File: src/rtl/sqw_pkg.sv
package sqw_pkg;

    localparam int CTL_W   = 8;
    localparam int BIT_LVL = 7;
    localparam int BIT_EN  = 4;
    localparam int RS_W    = 2;
    localparam int NUM_RATES = 1 << RS_W;

    // bits kept by the byte register (enable lives in the mode state)
    localparam logic [CTL_W-1:0] KEEP_MASK = (CTL_W'(1) << BIT_LVL) | CTL_W'((1 << RS_W) - 1);

    localparam logic            LVL_RESET  = 1'b0;
    localparam logic [RS_W-1:0] RSEL_RESET = '1;

    typedef enum logic {
        MODE_LEVEL = 1'b0,
        MODE_WAVE  = 1'b1
    } sqw_mode_e;

    typedef struct packed {
        logic            lvl;
        logic [RS_W-1:0] rsel;
    } sqw_cfg_t;

    // log2 of the output frequency in Hz for each rate code
    function automatic int unsigned rate_log2(int unsigned code);
        unique case (code)
            0:       return 0;
            1:       return 12;
            2:       return 13;
            default: return 15;
        endcase
    endfunction

    // divider bit k toggles every 2^k half-periods of the base clock
    function automatic int unsigned rate_tap(int unsigned code, int unsigned div_w);
        return div_w - 1 - rate_log2(code);
    endfunction

endpackage

File: src/rtl/sqw_ctl_reg.sv
module sqw_ctl_reg
    import sqw_pkg::*;
(
    input  logic             clk,
    input  logic             rst_n,
    input  logic             we,
    input  logic [CTL_W-1:0] wd,
    output logic [CTL_W-1:0] stored,
    output sqw_cfg_t         cfg
);

    logic [CTL_W-1:0] byte_q;

    always_ff @(posedge clk) begin
        if (!rst_n) begin
            byte_q          <= '0;
            byte_q[BIT_LVL] <= LVL_RESET;
            byte_q[RS_W-1:0] <= RSEL_RESET;
        end else if (we) begin
            byte_q <= wd & KEEP_MASK;
        end
    end

    assign stored   = byte_q;
    assign cfg.lvl  = byte_q[BIT_LVL];
    assign cfg.rsel = byte_q[RS_W-1:0];

endmodule

File: src/rtl/sqw_rate_mux.sv
module sqw_rate_mux
    import sqw_pkg::*;
#(
    parameter int DIV_W = 16
) (
    input  logic [DIV_W-1:0] taps,
    input  logic [RS_W-1:0]  rsel,
    output logic             wave
);

    logic [NUM_RATES-1:0] cand;

    for (genvar g = 0; g < NUM_RATES; g++) begin : g_rate
        localparam int unsigned TAP = rate_tap(g, DIV_W);
        assign cand[g] = taps[TAP];
    end

    assign wave = cand[rsel];

endmodule

File: src/rtl/sqw_tick_mark.sv
module sqw_tick_mark (
    input  logic clk,
    input  logic rst_n,
    input  logic top_tap,
    input  logic halt,
    output logic sec_edge
);

    logic tap_q;
    logic mark_q;

    always_ff @(posedge clk) begin
        if (!rst_n) begin
            tap_q  <= 1'b0;
            mark_q <= 1'b0;
        end else begin
            mark_q <= !halt && tap_q && !top_tap;
            if (!halt) begin
                tap_q <= top_tap;
            end
        end
    end

    assign sec_edge = mark_q;

endmodule

File: src/rtl/sqw_pin_ctrl.sv
module sqw_pin_ctrl
    import sqw_pkg::*;
#(
    parameter int DIV_W = 16
) (
    input  logic             clk,
    input  logic             rst_n,
    input  logic             ctl_we,
    input  logic [7:0]       ctl_wd,
    output logic [7:0]       ctl_rd,
    input  logic [DIV_W-1:0] div_taps,
    input  logic             halt,
    output logic             pin_oe,
    output logic             pin_lvl,
    output logic             sec_edge
);

    sqw_cfg_t         cfg;
    logic [CTL_W-1:0] stored;
    logic             wave;
    sqw_mode_e        mode_q;
    sqw_mode_e        mode_d;
    logic             pin_q;

    sqw_ctl_reg u_reg (
        .clk    (clk),
        .rst_n  (rst_n),
        .we     (ctl_we),
        .wd     (ctl_wd),
        .stored (stored),
        .cfg    (cfg)
    );

    sqw_rate_mux #(.DIV_W(DIV_W)) u_mux (
        .taps (div_taps),
        .rsel (cfg.rsel),
        .wave (wave)
    );

    sqw_tick_mark u_mark (
        .clk      (clk),
        .rst_n    (rst_n),
        .top_tap  (div_taps[DIV_W-1]),
        .halt     (halt),
        .sec_edge (sec_edge)
    );

    // transitions: T_ENABLE / T_DISABLE on a control write
    always_comb begin
        mode_d = mode_q;
        if (ctl_we) begin
            unique case (ctl_wd[BIT_EN])
                1'b1: mode_d = MODE_WAVE;
                1'b0: mode_d = MODE_LEVEL;
            endcase
        end
    end

    always_ff @(posedge clk) begin
        if (!rst_n) begin
            mode_q <= MODE_LEVEL;
        end else begin
            mode_q <= mode_d;
        end
    end

    always_ff @(posedge clk) begin
        if (!rst_n) begin
            pin_q <= LVL_RESET;
        end else begin
            unique case (mode_q)
                MODE_LEVEL: pin_q <= cfg.lvl;
                MODE_WAVE: begin
                    if (!halt) begin
                        pin_q <= wave;
                    end
                end
            endcase
        end
    end

    always_comb begin
        ctl_rd         = stored;
        ctl_rd[BIT_EN] = (mode_q == MODE_WAVE);
    end

    assign pin_lvl = pin_q;
    assign pin_oe  = ~pin_q;

endmodule

File: config.mk
export PLATFORM = sky130hd
export DESIGN_NAME = sqw_pin_ctrl
export DESIGN_NICKNAME = d
export VERILOG_FILES = /design/src/rtl/sqw_pkg.sv /design/src/rtl/sqw_ctl_reg.sv /design/src/rtl/sqw_rate_mux.sv /design/src/rtl/sqw_tick_mark.sv /design/src/rtl/sqw_pin_ctrl.sv
export SDC_FILE = /design/constraint.sdc
export NUM_CORES = 1
export LEC_CHECK = 0
export BUFFER_PORTS_ARGS = -buffer_cell sky130_fd_sc_hd__buf_2
export CORE_AREA = 2 2 39 41
export DETAILED_ROUTE_END_ITERATION = 7
export DIE_AREA = 0 0 41 43
export PLACE_DENSITY_LB_ADDON = 0.1
export SYNTH_ARGS = -nofsm -noshare
export SYNTH_HDL_FRONTEND = slang
export SYNTH_HIERARCHICAL = 1
export SYNTH_SLANG_ARGS = --single-unit
File: constraint.sdc
create_clock -name clk -period 2.8 [get_ports clk]
set_input_delay 0.84 -clock clk [delete_from_list [all_inputs] [get_ports clk]]
set_output_delay 0.84 -clock clk [all_outputs]
set_load 0.02 [all_outputs]
Yosys cells after proc, flatten, opt, wreduce, memory -nomap -nowiden
Index checks and enable logic that the tools add are counted.

storage, ports and cells
  register bits after elaboration = 7
  output and inout port bits = 11
  logic and storage cells = 19

cells by class
  magnitude comparators = 1
  equality and inequality tests = 1
  mux-type cells = 5
  bitwise operators = 3
  reductions and logical operators = 4

operators with widths
  kind                number
  $pmux 1 s2          2
  $lt 2x3->1 const B  1
  $not 1->1           3
  $bmux 1 s2          1
  $logic_and 1x1->1   2
  $logic_not 1->1     2
  $mux 1              2
  $ne 2x2->1 const B  1

Longest topological paths before layout
  word-level depth = 4
  mapped depth = 3
  gate-level depth less buffers = 3

Hierarchy
The synthesis kept the hierarchy.

by module, submodules not included
  module         times used  cells an instance  area each (µm²)
  sqw_ctl_reg    1           18                 167.7
  sqw_pin_ctrl   1           9                  87.6
  sqw_tick_mark  1           5                  68.8
  sqw_rate_mux   1           1                  22.5

Worst setup path before layout
No wires, ideal clock.

  path type = input to register
  start = in div_taps[0]
  end = reg pin_q, in the netlist pin_lvl
  arrival = 1.466 ns
  required time = 2.681 ns
  slack = 1.215 ns
  stages on the path = 3
  path buffers = 0
  path through = mux4_2 > mux2i_1 > a21oi_1

on the way
  word-level cells in the longest chain between the ends = 4

RTL lines
  item                          RTL line            text
  from (decl)                   sqw_pin_ctrl.sv:11  input logic [DIV_W-1:0] div_taps,
  $bmux 1 s2                    sqw_rate_mux.sv:18  assign wave = cand[rsel];
  $mux 1 (implied by the code)  sqw_rate_mux.sv:18
  $mux 1                        sqw_pin_ctrl.sv:74  if (!halt) begin
  $pmux 1 s2                    sqw_pin_ctrl.sv:71  unique case (mode_q)
  to (signal assigned)          sqw_pin_ctrl.sv:72  MODE_LEVEL: pin_q <= cfg.lvl;
  to (signal assigned)          sqw_pin_ctrl.sv:75  pin_q <= wave;
  to (decl)                     sqw_pin_ctrl.sv:23  logic pin_q;

No other way between the ends. The select of a mux whose other input is x is not followed.
A chain may end at the register's enable or synchronous reset.

Worst setup path after layout
  start = reg u_reg.byte_q[0], in the netlist u_reg/stored[0]
  end = out ctl_rd[0]

RTL lines
  item                    RTL line            text
  from (decl)             sqw_ctl_reg.sv:12   logic [CTL_W-1:0] byte_q;
  from (signal assigned)  sqw_ctl_reg.sv:20   byte_q <= wd & KEEP_MASK;
  to (decl)               sqw_pin_ctrl.sv:10  output logic [7:0] ctl_rd,

No word-level cell between the ends.

==> qor.csv <==
metric,value,unit
status,"complete, no violations",
Residual DRC,0,
final setup fails,0,
routed via count,248,
met1 Use GR,0.0784,
Worst Path Buf+Inv,1,
Worst Path Max Fanout,3,
max-capacitance violation count,0,
worst vdd ir,222,uV
drt wl/cell,9.02,um
Crit Path Category,reg -> out,
post-layout util,0.308,
yosys warns,6,
hold buffer count at CTS,0,
clk sinks,7,
post-route ant nets,0,
layout cells sized above 1,0.469,
Rows,14,
vias in the first global route,238,
Worst-path clk slew,0.06,ns
gr busiest metal,met2,
Critical Path Slowest Stage Cell,dfxtp_1,
GR Overflow Total,0,
Hold Crit Class,reg -> reg,
Iter 0 DRT Violations,3,
"Period Utilization, post-route",0.582,
fin crit period,1.63,ns
Synth Area per Inst,10.6,sq um
Post-CTS Setup Bufs,0,
WL final,586,um
setup_tns,0,ns
CTS Buf Count,3,
worst path cell trace,buf_2,
htree depth,1,
port bufs,18,
"Hold Violations, Final",0,
"commonest non-fill, non-tap cells in the layout","buf_2 (18), dfxtp_1 (7), mux2i_1 (6)",
FMAX,614,MHz
antenna cells,0,
"commonest non-fill, non-tap cell in the layout",buf_2,
CP required,1.96,ns
initial antenna violation count,0,
Die Ht,43,um
largest net degree at the start of global routing,8,
die area,0.00176,sq mm
Detailed Routing Iterations Pass 1,2,
RSZ-0062 raised after global routing,no,
Worst setup SP type,flip-flop,
Hold Slack,0.477,ns
met2 Resource Use GR,0.113,
CP endpoint kind,output pin,
TritonCTS clock tree,yes,
Leakage,0.000218,uW
Fillers,154,
core area,0.00138,sq mm
Area growth syn-to-layout,25.8,%
Initial Util,0.245,
CTS max path bufs,2,
register area,140,sq um
post-route clock skew,0.00463,ns
Power Dens Cells,564,mW/mm^2
Worst-Skew Late Latency,0.25,ns
chip width,41,um
GRT Total Usage,0.0727,
Syn Inst Count,32,
IO Pins,39,
crit-path leading delay family,flip-flops,
Worst path max stage delay,0.36,ns
Crit path arrival time,0.79,ns
via/cell ratio,3.82,
gpl congestion,0.609,
Slew Limit Fails,0,
area occupied by multi-input gates,146,sq um
synthesized cell area,339,sq um
NumNets Final,78,
clock root buffer,clkbuf_4,
met3 Use GR,0.0314,
post-CTS resize count,0,
first-pass GRT wire length,848,um
-- area by class of cell --
type,instances,share of cell area
clock buffers,4,0.0616
repair buffers,18,0.211
well taps,16,0.0469
multi-input cells,19,0.343
inverters,1,0.00880
flip-flops and latches,7,0.328
-- worst paths after layout --
kind | startpoint | slack, ns | depth (start not counted) | endpoint
max | u_reg/stored[0]$_SDFFE_PN1P_ | 1.17 | 1 | ctl_rd[0]
min | mode_q$_SDFFE_PN0P_ | 0.48 | 1 | pin_lvl$_SDFFE_PN0P_
max reg2reg | u_reg/stored[0]$_SDFFE_PN1P_ | 1.61 | 3 | pin_lvl$_SDFFE_PN0P_
min reg2reg | mode_q$_SDFFE_PN0P_ | 0.48 | 1 | pin_lvl$_SDFFE_PN0P_
-- metrics by stage --
stage          setup slack [ns]  std cells  total power, uW  instance area, sq um
2_1_floorplan              1.21         35              143                   350
3_3_place_gp               1.05         61              151                   400
3_5_place_dp               1.05         61              152                   400
4_1_cts                    1.16         65              244                   427
5_1_grt                    1.10         65              254                   427
6_report                   1.17         65              241                   427
-- registers in the layout, indices dropped and copies added, names as in the netlist --
register         flops
u_mark/sec_edge      1
mode_q               1
u_mark/tap_q         1
u_reg/stored         3
pin_lvl              1
-- layer usage --
metal  part of all wire  wire (um)
met5                  0          0
met4                  0          0
met3               0.11         65
met2               0.49        285
met1               0.40        235
-- power breakdown --
group	total (uW)	internal, uW	switching (uW)	leakage, uW
Clock	91.4	54.4	37.0	0.0000150
Sequential	109	105	3.64	0.0000577
Combinational	40.3	18.1	22.2	0.000145
No activity file was read; power rests on OpenSTA's default activity.
